--- src/rtl/refclk_div_pkg.sv ---
// Package: refclk_div_pkg
// Holds the divisor width and the stored configuration type shared by the
// register, the toggle generator and the pin multiplexer.
package refclk_div_pkg;

    localparam int unsigned REFDIV_W = 7;

    typedef struct packed {
        logic                enable;
        logic [REFDIV_W-1:0] divisor;
    } refclk_cfg_t;

endpackage

--- src/rtl/refclk_cfg_reg.sv ---
// Module: refclk_cfg_reg
// Stores the enable bit and divisor from a configuration write and returns
// them zero-extended on the read port. Reserved bits are dropped here.
// Assumes DATA_W is larger than the divisor width plus one.
module refclk_cfg_reg
    import refclk_div_pkg::*;
#(
    parameter int unsigned DATA_W = 32
) (
    input  logic              clk_i,
    input  logic              rst_ni,
    input  logic              we_i,
    input  logic [DATA_W-1:0] wdata_i,
    output refclk_cfg_t       cfg_o,
    output logic [DATA_W-1:0] rdata_o
);

    localparam int unsigned EN_BIT  = REFDIV_W;
    localparam int unsigned CFG_W   = REFDIV_W + 1;
    localparam int unsigned RSVD_W  = DATA_W - CFG_W;

    refclk_cfg_t cfg_q;

    // Capture the low byte of a write; clear on reset.
    always_ff @(posedge clk_i) begin
        if (!rst_ni) begin
            cfg_q <= '0;
        end else if (we_i) begin
            cfg_q.enable  <= wdata_i[EN_BIT];
            cfg_q.divisor <= wdata_i[REFDIV_W-1:0];
        end
    end

    // Zero-extend the stored byte for the read port.
    always_comb begin
        rdata_o = {{RSVD_W{1'b0}}, cfg_q};
    end

    assign cfg_o = cfg_q;

endmodule

--- src/rtl/refclk_toggle_gen.sv ---
// Module: refclk_toggle_gen
// Divides the master clock by twice the effective divisor with a reload
// counter and a toggle flip-flop. A zero divisor counts as one. The restart
// input (a configuration write) and a clear enable hold the counter at zero
// and the output low.
module refclk_toggle_gen
    import refclk_div_pkg::*;
(
    input  logic        clk_i,
    input  logic        rst_ni,
    input  logic        restart_i,
    input  refclk_cfg_t cfg_i,
    output logic        refclk_o
);

    logic [REFDIV_W-1:0] eff_div;
    logic [REFDIV_W-1:0] cnt_q;
    logic                tick;
    logic                wave_q;

    // Map a zero divisor to one and flag the last count of a half period.
    always_comb begin
        eff_div = (cfg_i.divisor == '0) ? REFDIV_W'(1) : cfg_i.divisor;
        tick    = (cnt_q == eff_div - REFDIV_W'(1));
    end

    // Count one half period, then reload and flip the output.
    always_ff @(posedge clk_i) begin
        if (!rst_ni || restart_i || !cfg_i.enable) begin
            cnt_q  <= '0;
            wave_q <= 1'b0;
        end else if (tick) begin
            cnt_q  <= '0;
            wave_q <= ~wave_q;
        end else begin
            cnt_q  <= cnt_q + REFDIV_W'(1);
        end
    end

    assign refclk_o = wave_q;

endmodule

--- src/rtl/refclk_pin_mux.sv ---
// Module: refclk_pin_mux
// Chooses between the general-purpose output and the divided clock for
// pin 0. When the clock is enabled the pin is forced to output. Purely
// combinational.
module refclk_pin_mux (
    input  logic enable_i,
    input  logic refclk_i,
    input  logic gpio_out_i,
    input  logic gpio_oe_i,
    output logic pin_out_o,
    output logic pin_oe_o
);

    // Override value and direction while the clock output is on.
    always_comb begin
        if (enable_i) begin
            pin_out_o = refclk_i;
            pin_oe_o  = 1'b1;
        end else begin
            pin_out_o = gpio_out_i;
            pin_oe_o  = gpio_oe_i;
        end
    end

endmodule

--- src/rtl/refclk_div_top.sv ---
// Module: refclk_div_top
// Daughter-card pin-0 reference clock divider: a configuration register,
// a toggle divider and a pin-0 override multiplexer.
// Assumes one clock domain and a synchronous active-low reset.
module refclk_div_top
    import refclk_div_pkg::*;
#(
    parameter int unsigned DATA_W = 32
) (
    input  logic              clk_i,
    input  logic              rst_ni,
    input  logic              cfg_we_i,
    input  logic [DATA_W-1:0] cfg_wdata_i,
    output logic [DATA_W-1:0] cfg_rdata_o,
    input  logic              gpio_out_i,
    input  logic              gpio_oe_i,
    output logic              pin0_out_o,
    output logic              pin0_oe_o
);

    refclk_cfg_t cfg;
    logic        refclk;

    refclk_cfg_reg #(
        .DATA_W (DATA_W)
    ) u_cfg (
        .clk_i   (clk_i),
        .rst_ni  (rst_ni),
        .we_i    (cfg_we_i),
        .wdata_i (cfg_wdata_i),
        .cfg_o   (cfg),
        .rdata_o (cfg_rdata_o)
    );

    refclk_toggle_gen u_gen (
        .clk_i     (clk_i),
        .rst_ni    (rst_ni),
        .restart_i (cfg_we_i),
        .cfg_i     (cfg),
        .refclk_o  (refclk)
    );

    refclk_pin_mux u_mux (
        .enable_i   (cfg.enable),
        .refclk_i   (refclk),
        .gpio_out_i (gpio_out_i),
        .gpio_oe_i  (gpio_oe_i),
        .pin_out_o  (pin0_out_o),
        .pin_oe_o   (pin0_oe_o)
    );

endmodule

--- config.mk ---
export PLATFORM = sky130hd
export DESIGN_NAME = refclk_div_top
export DESIGN_NICKNAME = d
export VERILOG_FILES = /design/src/rtl/refclk_div_pkg.sv /design/src/rtl/refclk_cfg_reg.sv /design/src/rtl/refclk_toggle_gen.sv /design/src/rtl/refclk_pin_mux.sv /design/src/rtl/refclk_div_top.sv
export SDC_FILE = /design/constraint.sdc
export NUM_CORES = 1
export LEC_CHECK = 0
export ABC_AREA = 0
export BUFFER_PORTS_ARGS = -buffer_cell sky130_fd_sc_hd__buf_2
export CELL_PAD_IN_SITES_DETAIL_PLACEMENT = 0
export CELL_PAD_IN_SITES_GLOBAL_PLACEMENT = 1
export CORE_MARGIN = 5
export CORE_UTILIZATION = 29
export DETAILED_ROUTE_END_ITERATION = 10
export HOLD_SLACK_MARGIN = 0.1
export PLACE_DENSITY_LB_ADDON = 0.1
export SETUP_SLACK_MARGIN = 0.05
export SLEW_MARGIN = 25
export SYNTH_ARGS = -nofsm -noshare
export SYNTH_HDL_FRONTEND = slang
export SYNTH_HIERARCHICAL = 1
export SYNTH_SLANG_ARGS = --single-unit
--- constraint.sdc ---
create_clock -name clk_i -period 3.18 [get_ports clk_i]
set_clock_uncertainty 0.05 [all_clocks]
set_input_delay 0.159 -clock clk_i [delete_from_list [all_inputs] [get_ports clk_i]]
set_output_delay 0.159 -clock clk_i [all_outputs]
set_load 0.03 [all_outputs]
# ---- Yosys cells after proc, flatten, opt, wreduce, memory -nomap -nowiden
# Index checks and enable logic that the tools add are counted.
dict set report word_totals {
  regBits 16
  latch_bits 0
  ramBits 0
  mem_bits_ro 0
  n_memories 0
}
dict set report op_classes {
  n_addsub 2
  multipliers 0
  div_mod_pow 0
  n_lt_le_gt_ge 0
  eq_ne 1
  n_shift 0
  n_mux 3
  bitwise 1
  reduce_logical 6
}
# operator count
set op_table {}
lappend op_table {{$add 7x1->7 const B} 1}
lappend op_table {{$eq 7x7->1} 1}
lappend op_table {{$logic_not 7->1} 1}
lappend op_table {{$mux 7} 1}
lappend op_table {{$sub 7x1->7 const B} 1}
lappend op_table {{$logic_not 1->1} 2}
lappend op_table {{$logic_or 1x1->1} 2}
lappend op_table {{$mux 1} 2}
lappend op_table {{$reduce_or 2->1} 1}
lappend op_table {{$not 1->1} 1}

# ---- Logic depth before layout (Yosys ltp)
# Gate-level depths: netlist of the first run.
dict set report depth {
  depth_word 5
  mapped_depth 9
  depth_no_buf 9
}

# ---- Cells and area by module
# The synthesis of the first run kept the hierarchy.
# module instances cells_each area_each_um2 seq_area_each_um2
set by_module_without_submodules {}
lappend by_module_without_submodules {refclk_cfg_reg 1 58 545.5 160.2}
lappend by_module_without_submodules {refclk_toggle_gen 1 62 535.5 160.2}
lappend by_module_without_submodules {refclk_pin_mux 1 2 21.3 0.0}

# ---- Worst setup path before layout of the first run
# No wires, ideal clock.
dict set report synth_timing {
  path_type {reg2reg}
  start {register u_cfg.cfg_q, in the netlist u_cfg/cfg_o[4]}
  end {register u_gen.cnt_q[2]}
  setup_time_ns 0.129
  arrival_time_ns 2.525
  t_required_ns 3.001
  path_slack_ns 0.476
  stages_incl_launch_ff 10
  n_path_buf 0
  synth_period_minus_slack_ns 2.704
  path_cell_list {dfxtp_1 -> nor4_1 -> a21oi_1 -> ha_1 -> o21ba_1 -> a221oi_1 -> a41oi_1 -> or4_1 -> o21bai_1 -> nor2_1}
}
dict set report synth_via {
  elab_chain_len 5
}
# item line_no
set synth_lines {}
lappend synth_lines {{start, declared} refclk_cfg_reg.sv:22} ;# refclk_cfg_t cfg_q;
lappend synth_lines {{$logic_not 7->1} refclk_toggle_gen.sv:23} ;# eff_div = (cfg_i.divisor == '0) ? REFDIV_W'(1) : cfg_i.divisor;
lappend synth_lines {{$mux 7 (*)} refclk_toggle_gen.sv:23}
lappend synth_lines {{$sub 7x1->7 (*)} refclk_toggle_gen.sv:24} ;# tick = (cnt_q == eff_div - REFDIV_W'(1));
lappend synth_lines {{$eq 7x7->1 (*)} refclk_toggle_gen.sv:24}
lappend synth_lines {{$reduce_or 2->1 (no source line) (*)} -}
lappend synth_lines {{end signal, assigned} refclk_toggle_gen.sv:36} ;# cnt_q <= cnt_q + REFDIV_W'(1);
lappend synth_lines {{end, declared} refclk_toggle_gen.sv:17} ;# logic [REFDIV_W-1:0] cnt_q;
# Mark *: on every way between the ends. The rest lies on a longest branch, timed or not.
# A chain may end at the register's enable or synchronous reset.

# ---- Worst setup path in the final report of the first run
dict set report layout_timing {
  start {register u_cfg.cfg_q, in the netlist u_cfg/cfg_o[5]}
  end {register u_gen.wave_q (netlist: u_gen/refclk_o)}
}
dict set report layout_via {
  elab_chain_len 4
}
# item line_no
set layout_lines {}
lappend layout_lines {{$logic_not 7->1} refclk_toggle_gen.sv:23}
lappend layout_lines {{$mux 7 (*)} refclk_toggle_gen.sv:23}
lappend layout_lines {{$sub 7x1->7 (*)} refclk_toggle_gen.sv:24}
lappend layout_lines {{$eq 7x7->1 (*)} refclk_toggle_gen.sv:24}
lappend layout_lines {{end signal, assigned} refclk_toggle_gen.sv:34} ;# wave_q <= ~wave_q;
lappend layout_lines {{end, declared} refclk_toggle_gen.sv:19} ;# logic wave_q;
# Marked as above.

==> results of run 1 <==
[state kept, by name, indices dropped and copies added (netlist names)]
name / count
u_gen/refclk_o: 1
u_cfg/cfg_o: 8
u_gen/cnt_q: 7
[worst register-to-register path, cell delays in order, from the launching register on]
cell	delay, ps
dfxtp_1	370
nor4_2	330
a21oi_1	180
ha_1	300
o21ba_1	190
a221oi_1	290
a41oi_1	100
or4_1	590
or3_1	330
a21oi_1	150
[worst max path at each step]
stage | slack, ps | end | startpoint | cells past startpoint
after floorplan | 480 | u_gen/cnt_q[2] | u_cfg/cfg_o[4] | 9
final | 260 | u_gen/refclk_o | u_cfg/cfg_o[5] | 9
after global placement | 240 | u_gen/refclk_o | u_cfg/cfg_o[5] | 9
after detailed placement | 200 | u_gen/refclk_o | u_cfg/cfg_o[5] | 9
after global routing | 70 | u_gen/refclk_o | u_cfg/cfg_o[5] | 9
after CTS | 170 | u_gen/refclk_o | u_cfg/cfg_o[5] | 9
[routing by layer]
metal  wire length (um)  vias up
met5                  0        -
met2                949       29
met4                 17        0
met3                160        2
li1                   -      392
met1                918      345
[synth_stat cells, types with 2 or more instances]
library cell	n
buf_4	32
mux2i_1	8
xnor2_1	5
dfxtp_1	16
nand3_1	6
a21oi_1	2
nor2b_1	8
ha_1	2
inv_1	2
xor2_1	7
o21ai_0	3
nor2_1	9
nand3_2	2
[cells in the final DEF (no fill, tap or decap), drive strengths merged, types with 2 or more instances in the layout]
cell type,instances
a21oi,2
buf,24
clkbuf,3
conb,24
dfxtp,16
ha,2
inv,2
mux2i,8
nand3,8
nor2,9
nor2b,8
o21ai,3
or4,2
xnor2,5
xor2,7
[kinds of logic after synthesis]
kind of cell	count (synthesis)	synth area share
multiplexers	9	0.0863
AO/OA/AOI/OAI	11	0.0692
flip-flops	16	0.291
buffers and inverters	36	0.239
other	1	0.00340
adder cells (fa/ha/maj)	2	0.0227
XOR/XNOR	12	0.0953
AND/OR/NAND/NOR	35	0.193
[metrics by stage]
stage | hold WS, ps | instance area [um^2] | power [W] | util
2_1_floorplan | 237 | 1190 | 0.000361 | -
3_3_place_gp | 368 | 1120 | 0.000357 | 0.305
3_5_place_dp | 379 | 1120 | 0.000358 | 0.305
4_1_cts | 117 | 1160 | 0.000515 | 0.316
5_1_grt | 130 | 1160 | 0.000536 | 0.318
6_report | 124 | 1160 | 0.000506 | 0.318
[cell type report]
cell class | count | area share
tap | 48 | 0.0516
clock buffer | 3 | 0.0354
timing repair buffer | 24 | 0.107
inverter | 2 | 0.00644
multi-input combinational | 93 | 0.524
sequential | 16 | 0.275
[power groups by stage]
stage                     combinational [W]  sequential, W  clock [W]
after global placement             0.000137       0.000220          0
after CTS                          0.000138       0.000216   0.000160
after detailed placement           0.000138       0.000220          0
after global routing               0.000150       0.000218   0.000168
final                              0.000139       0.000216   0.000151
after floorplan                    0.000143       0.000219          0
[timing repair]
item / in CTS / in global routing
hold endpoints to repair: 0 / 0
endpoints found under the setup margin: 0 / 1
gates resized for setup: 0 / 1
==> parameters.txt, run 1 <==
Parameter                              Value

Setup path
  Required time at the endpoint of the critical path ... 3310 ps
  Maximum net fanout on the critical path ... 6
  Arr. time, crit path ... approximately 3100 ps
  Cells along the critical path ... nor4_2 -> a21oi_1 -> ha_1 -> o21ba_1 -> a221oi_1 -> a41oi_1 -> or4_1 -> or3_1 -> a21oi_1
  Internal reg-to-reg setup slack ... approximately 260 ps
  Beginning of the worst register-to-register path ... u_cfg/cfg_o[5]
  Total buffers and inverters traversed by the critical path ... 0
  Max stage delay on crit path ... 590 ps
  Register-to-Register Path Depth ... 9
  Crit path launch type ... flop
  Critical path endpoint category ... flop
  Worst path top cell family by delay ... simple AND/OR/NAND/NOR gates
  Cell type of the slowest stage on the worst timing path ... or4_1
  Most common cell type on the critical path ... a21oi_1
  Critical register-to-register path endpoint ... u_gen/refclk_o
  Kind of critical path ... flop to flop

Yosys
  Gate count after technology mapping ... about 120
  Number of different library cells in the post-synthesis netlist ... 33
  Predominant post-synthesis flop cell ... dfxtp_1
  Post-synthesis cell area ... 1100 um^2
  Number of flip-flops and latches in the synthesized netlist ... 16
  Synth area leader ... dfxtp_1
  EDFF count, synth ... 0
  Area share of the largest cell type after synthesis ... 0.291
  FFs w/ async S/R, synth ... 0
  Largest cells by area after synthesis ... dfxtp_1 29%, buf_4 22%, mux2i_1 7.3%, xor2_1 5.6%, nor2b_1 4.5%
  Average cell area after synthesis ... approximately 9.0 um^2
  Count of synthesis-stage warnings from yosys ... 6
  Portion of the post-synthesis area used by sequential elements ... 0.291

GRT
  Met3 usage in global routing ... 0.0295
  GRT met1 Usage ... 0.0956
  GR met2 Demand/Resource ... 0.130
  Pin count of the biggest net entering global routing ... 10
  Number of antenna violations at the first check in global routing ... 0
  GRT Resource Usage Total ... 0.0800
  First-pass GRT wire length ... approximately 3.2 mm
  Busiest metal layer after global routing ... met2
  Number of global-route vias before repair ... between 700 and 800
  Overflow left after global routing ... 0

Timing
  Number of setup violations in the final report ... 0
  Post-route setup slack ... about 260 ps
  Sum of negative setup slack ... 0 ps
  Achievable clock frequency ... between 0.3 and 0.4 GHz
  Final Hold Violating Endpoints ... 0
  Minimum clock period ... ~2900 ps
  Slew Limit Fails ... 0
  RSZ-0062 raised after global routing ... false
  Final cycle utilization of the critical path ... 0.919

Drt
  Count of TritonRoute iterations in the first routing pass ... 4
  Detail-routed net length per standard cell ... about 11 um
  Drt via density ... roughly 4.1
  Final routed DRC violation total ... 0
  Vias after detailed routing ... between 700 and 800
  Overall routed net length ... approximately 2 mm
  Residual antenna-violating net count after detailed routing ... 0
  Number of design-rule violations left by the first detailed-router iteration ... 21

Floorplanning
  Effective utilization at floorplan ... 0.301
  Total core area ... between 3000 and 4000 um^2
  Die footprint ... between 5000 and 6000 um^2
  Die height ... about 70 um
  Die outline width ... between 70 and 80 um
  Count of standard-cell rows ... 22
  IO Count ... around 70

Worst hold path
  Hold-critical path depth ... 3
  Origin of the worst min-delay path ... cfg_wdata_i[7]
  Endpoint of the worst hold path ... u_cfg/cfg_o[7]
  Worst min-delay path class ... input port to flop

Finish
  Fill cell count ... 398
  Area of combinational cells with multiple inputs ... between 600 and 700 um^2
  Ratio of cells with drive above 1 in the final layout ... 0.246
  Non-filler cells, final ... between 150 and 200
  Area growth from synthesis to final layout ... 5.68%
  Sequential cell area in the final layout ... 320 um^2
  Ant diodes ... 0
  Net total in the final layout ... around 180

Pwr
  Design internal power ... 0.000337 W
  Power dissipated by switching net loads ... around 0.00017 W
  Portion of total power attributed to the clock network ... 0.298
  Switching portion of total power ... 0.334
  Leakage power figure ... ~0.53 nW
  Worst vdd rail ir drop ... between 0.00015 and 0.0002 V
  Power share of the sequential group ... 0.427
  Portion of total power attributed to combinational logic ... 0.275
  PwrDens ... approximately 430 nW/um^2

Clocking
  Clock H-tree levels ... 1
  Clock tree from TritonCTS ... done
  Number of buffers on the longest clock path ... 2
  CTS root buffer ... clkbuf_8
  Clock transition time at the flip-flop clock pins of the worst setup and hold paths ... about 60 ps
  Number of buffers inserted during clock tree synthesis ... 3
  Number of sinks on the clock net ... 16
  Post-CTS Setup Inserts ... 0
  Clk_lat worst skew ... about 240 ps
  Count of hold-fix buffers inserted at cts ... 0

Place
  Pre-CTS setup slack ... between 200 and 250 ps
  Number of I/O port buffers ... 22
  HPWL after DPL ... around 1.7 mm
  Post-Place Cells ... 183
  Gp weighted congestion ... slightly below 0.7

Status
  Run status ... finished, final reports clean

Job
  Number of max-cap violations ... 0
(Power assumes the default switching activity.)
==> run 2, diff against run 1 <==
BUFFER_PORTS_ARGS = default   (was -buffer_cell sky130_fd_sc_hd__buf_2)
CORE_MARGIN = 4   (was 5)
CORE_UTILIZATION = 42   (was 29)
DONT_BUFFER_PORTS = 1   (was default)
TNS_END_PERCENT = 1   (was default)
==> parameters.txt, run 2 (synthesized netlist as in run 1, its figures left out) <==
Parameter                              Value

Status
  Run status ... finished, final reports clean (unchanged)

Setup path
  Most common cell type on the critical path ... a21oi_1 (unchanged)
  Beginning of the worst register-to-register path ... u_cfg/cfg_o[4] (was u_cfg/cfg_o[5])
  Crit path launch type ... flop (unchanged)
  Cell type of the slowest stage on the worst timing path ... or4_1 (unchanged)
  Path length in cells of the critical path ... 9 (unchanged)
  Critical register-to-register path endpoint ... u_gen/refclk_o (unchanged)
  Required time at the endpoint of the critical path ... 3340 ps (was 3310 ps)
  Register-to-Register Path Depth ... 9 (unchanged)
  Total buffers and inverters traversed by the critical path ... 0 (unchanged)
  Cells along the critical path ... nor4_2 -> a21oi_1 -> ha_1 -> o21ba_1 -> a221oi_1 -> a41oi_1 -> or4_1 -> or3_1 -> a21oi_1 (unchanged)
  Critical path origin ... u_cfg/cfg_o[4] (was u_cfg/cfg_o[5])
  Critical path endpoint category ... flop (unchanged)
  Max stage delay on crit path ... 600 ps (was 590 ps)
  Kind of critical path ... flop to flop (unchanged)
  Maximum net fanout on the critical path ... 5 (was 6)
  Worst path top cell family by delay ... simple AND/OR/NAND/NOR gates (unchanged)
  Arr. time, crit path ... 3080 ps (was 3050 ps)
  Internal reg-to-reg setup slack ... 260 ps (about the same)

Clocking
  Number of buffers inserted during clock tree synthesis ... 3 (unchanged)
  Clock H-tree levels ... 1 (unchanged)
  Clk_lat worst skew ... 270 ps (was 240 ps)
  Post-CTS Setup Inserts ... 0 (unchanged)
  Number of buffers on the longest clock path ... 2 (unchanged)
  CTS root buffer ... clkbuf_4 (was clkbuf_8)
  Number of sinks on the clock net ... 16 (unchanged)
  Clock transition time at the flip-flop clock pins of the worst setup and hold paths ... 90 ps (was 60 ps)
  Clock tree from TritonCTS ... done (unchanged)

Drt
  Residual antenna-violating net count after detailed routing ... 0 (unchanged)
  Detail-routed net length per standard cell ... 12.4 um (was 11.0 um)
  Vias after detailed routing ... 794 (was 768)
  Overall routed net length ... 2.10 mm (was 2.05 mm)
  Final routed DRC violation total ... 0 (unchanged)
  Count of TritonRoute iterations in the first routing pass ... 4 (unchanged)
  Number of design-rule violations left by the first detailed-router iteration ... 19 (was 21)
  Drt via density ... 4.70 (was 4.13)

Worst hold path
  Hold-critical path depth ... 1 (was 3)
  Origin of the worst min-delay path ... gpio_out_i (was cfg_wdata_i[7])
  Worst min-delay path class ... input port to output port (was input port to flop)
  Endpoint of the worst hold path ... pin0_out_o (was u_cfg/cfg_o[7])

GRT
  Pin count of the biggest net entering global routing ... 10 (unchanged)
  Number of antenna violations at the first check in global routing ... 0 (unchanged)
  Overflow left after global routing ... 0 (unchanged)
  First-pass GRT wire length ... 3.34 mm (was 3.23 mm)
  GRT Resource Usage Total ... 0.124 (was 0.0800)
  Number of global-route vias before repair ... 742 (was 719)

Finish
  Area growth from synthesis to final layout ... 11.5% (was 5.68%)
  Net total in the final layout ... 180 (was 179)
  Highest-count cells in the layout ignoring fill and taps ... 24 x conb_1, 17 x dlygate4sd3_1, 16 x dfxtp_1 (was 24 x conb_1, 22 x buf_2, 16 x dfxtp_1)
  Ant diodes ... 0 (unchanged)
  Most common library cell in the layout ignoring fill and taps ... conb_1 (unchanged)
  Ratio of cells with drive above 1 in the final layout ... 0.129 (was 0.246)
  Max reg flops ... 8 (unchanged)

Floorplanning
  Die height ... 59.2 um (was 71.7 um)
  Die outline width ... 59.2 um (was 71.7 um)
  Total core area ... 2500 um^2 (was 3660 um^2)
  IO Count ... 71 (unchanged)
  Die footprint ... 3510 um^2 (was 5130 um^2)
  Effective utilization at floorplan ... 0.441 (was 0.301)
  Count of standard-cell rows ... 18 (was 22)

Place
  HPWL after DPL ... 1.51 mm (was 1.65 mm)
  Gp weighted congestion ... 0.768 (was 0.685)
  Number of I/O port buffers ... 0 (was 22)

Pwr
  PwrDens ... 381 nW/um^2 (was 434 nW/um^2)
  Total Power ... 0.000468 W (was 0.000506 W)
  Leakage power figure ... 0.527 nW (was 0.532 nW)
  Worst vdd rail ir drop ... 0.000209 V (was 0.000162 V)

Timing
  Number of setup violations in the final report ... 0 (unchanged)
  Achievable clock frequency ... 0.342 GHz (about the same)
  Minimum clock period ... 2920 ps (about the same)
  Sum of negative setup slack ... 0 ps (unchanged)
  RSZ-0062 raised after global routing ... false (unchanged)
  Final cycle utilization of the critical path ... 0.920 (was 0.919)
  Slew Limit Fails ... 0 (unchanged)
  Final Hold Violating Endpoints ... 0 (unchanged)

Job
  Number of max-cap violations ... 0 (unchanged)
-- run 2: power by group --
part / switching, W / total (W) / internal, W / leakage (nW)
clock: 0.0000569 / 0.000101 / 0.0000438 / 0.0138
sequential: 0.00000657 / 0.000213 / 0.000207 / 0.131
combinational: 0.0000959 / 0.000154 / 0.0000586 / 0.382
total: 0.000159 / 0.000468 / 0.000309 / 0.527
-- run 2: what timing repair did --
item	CTS	global route
gates resized for setup	0	1
hold buffers	17	0
hold endpoints to repair	10	0
setup endpoints to repair	0	1
-- run 2: layout make-up --
type	instances	area (um^2)
clock buffers	3	22.5
multi-input cells	93	611
inverters	2	7.51
flip-flops and latches	16	320
well taps	30	37.5
repair buffers	25	230
fillers	241	1270
-- run 2: per-stage QoR --
stage	std cells	cell area (um^2)	util	hold slack (ps)	setup WS, ps
after CTS	169	1220	0.489	447	221
after detailed placement	149	1030	0.412	244	250
after global routing	169	1230	0.491	455	72.9
final	169	1230	0.491	454	256
after floorplan	145	1190	-	237	476
after global placement	149	1030	0.412	239	222
-- run 2: how the worst max path moves through the flow --
stage / endpoint / slack (ps)
2_1_floorplan: u_gen/cnt_q[2] / 480
3_3_place_gp: u_gen/refclk_o / 220
3_5_place_dp: u_gen/refclk_o / 250
4_1_cts: u_gen/refclk_o / 220
5_1_grt: u_gen/refclk_o / 70
6_report: u_gen/refclk_o / 260
-- run 2: metal layers --
| metal | global-route usage | vias up | routed length (um) |
|---|---|---|---|
| met4 | 0.0485 | 0 | 13 |
| met2 | 0.209 | 27 | 1050 |
| met5 | 0 | - | 0 |
| li1 | - | 393 | - |
| met3 | 0.0283 | 2 | 178 |
| met1 | 0.153 | 372 | 856 |
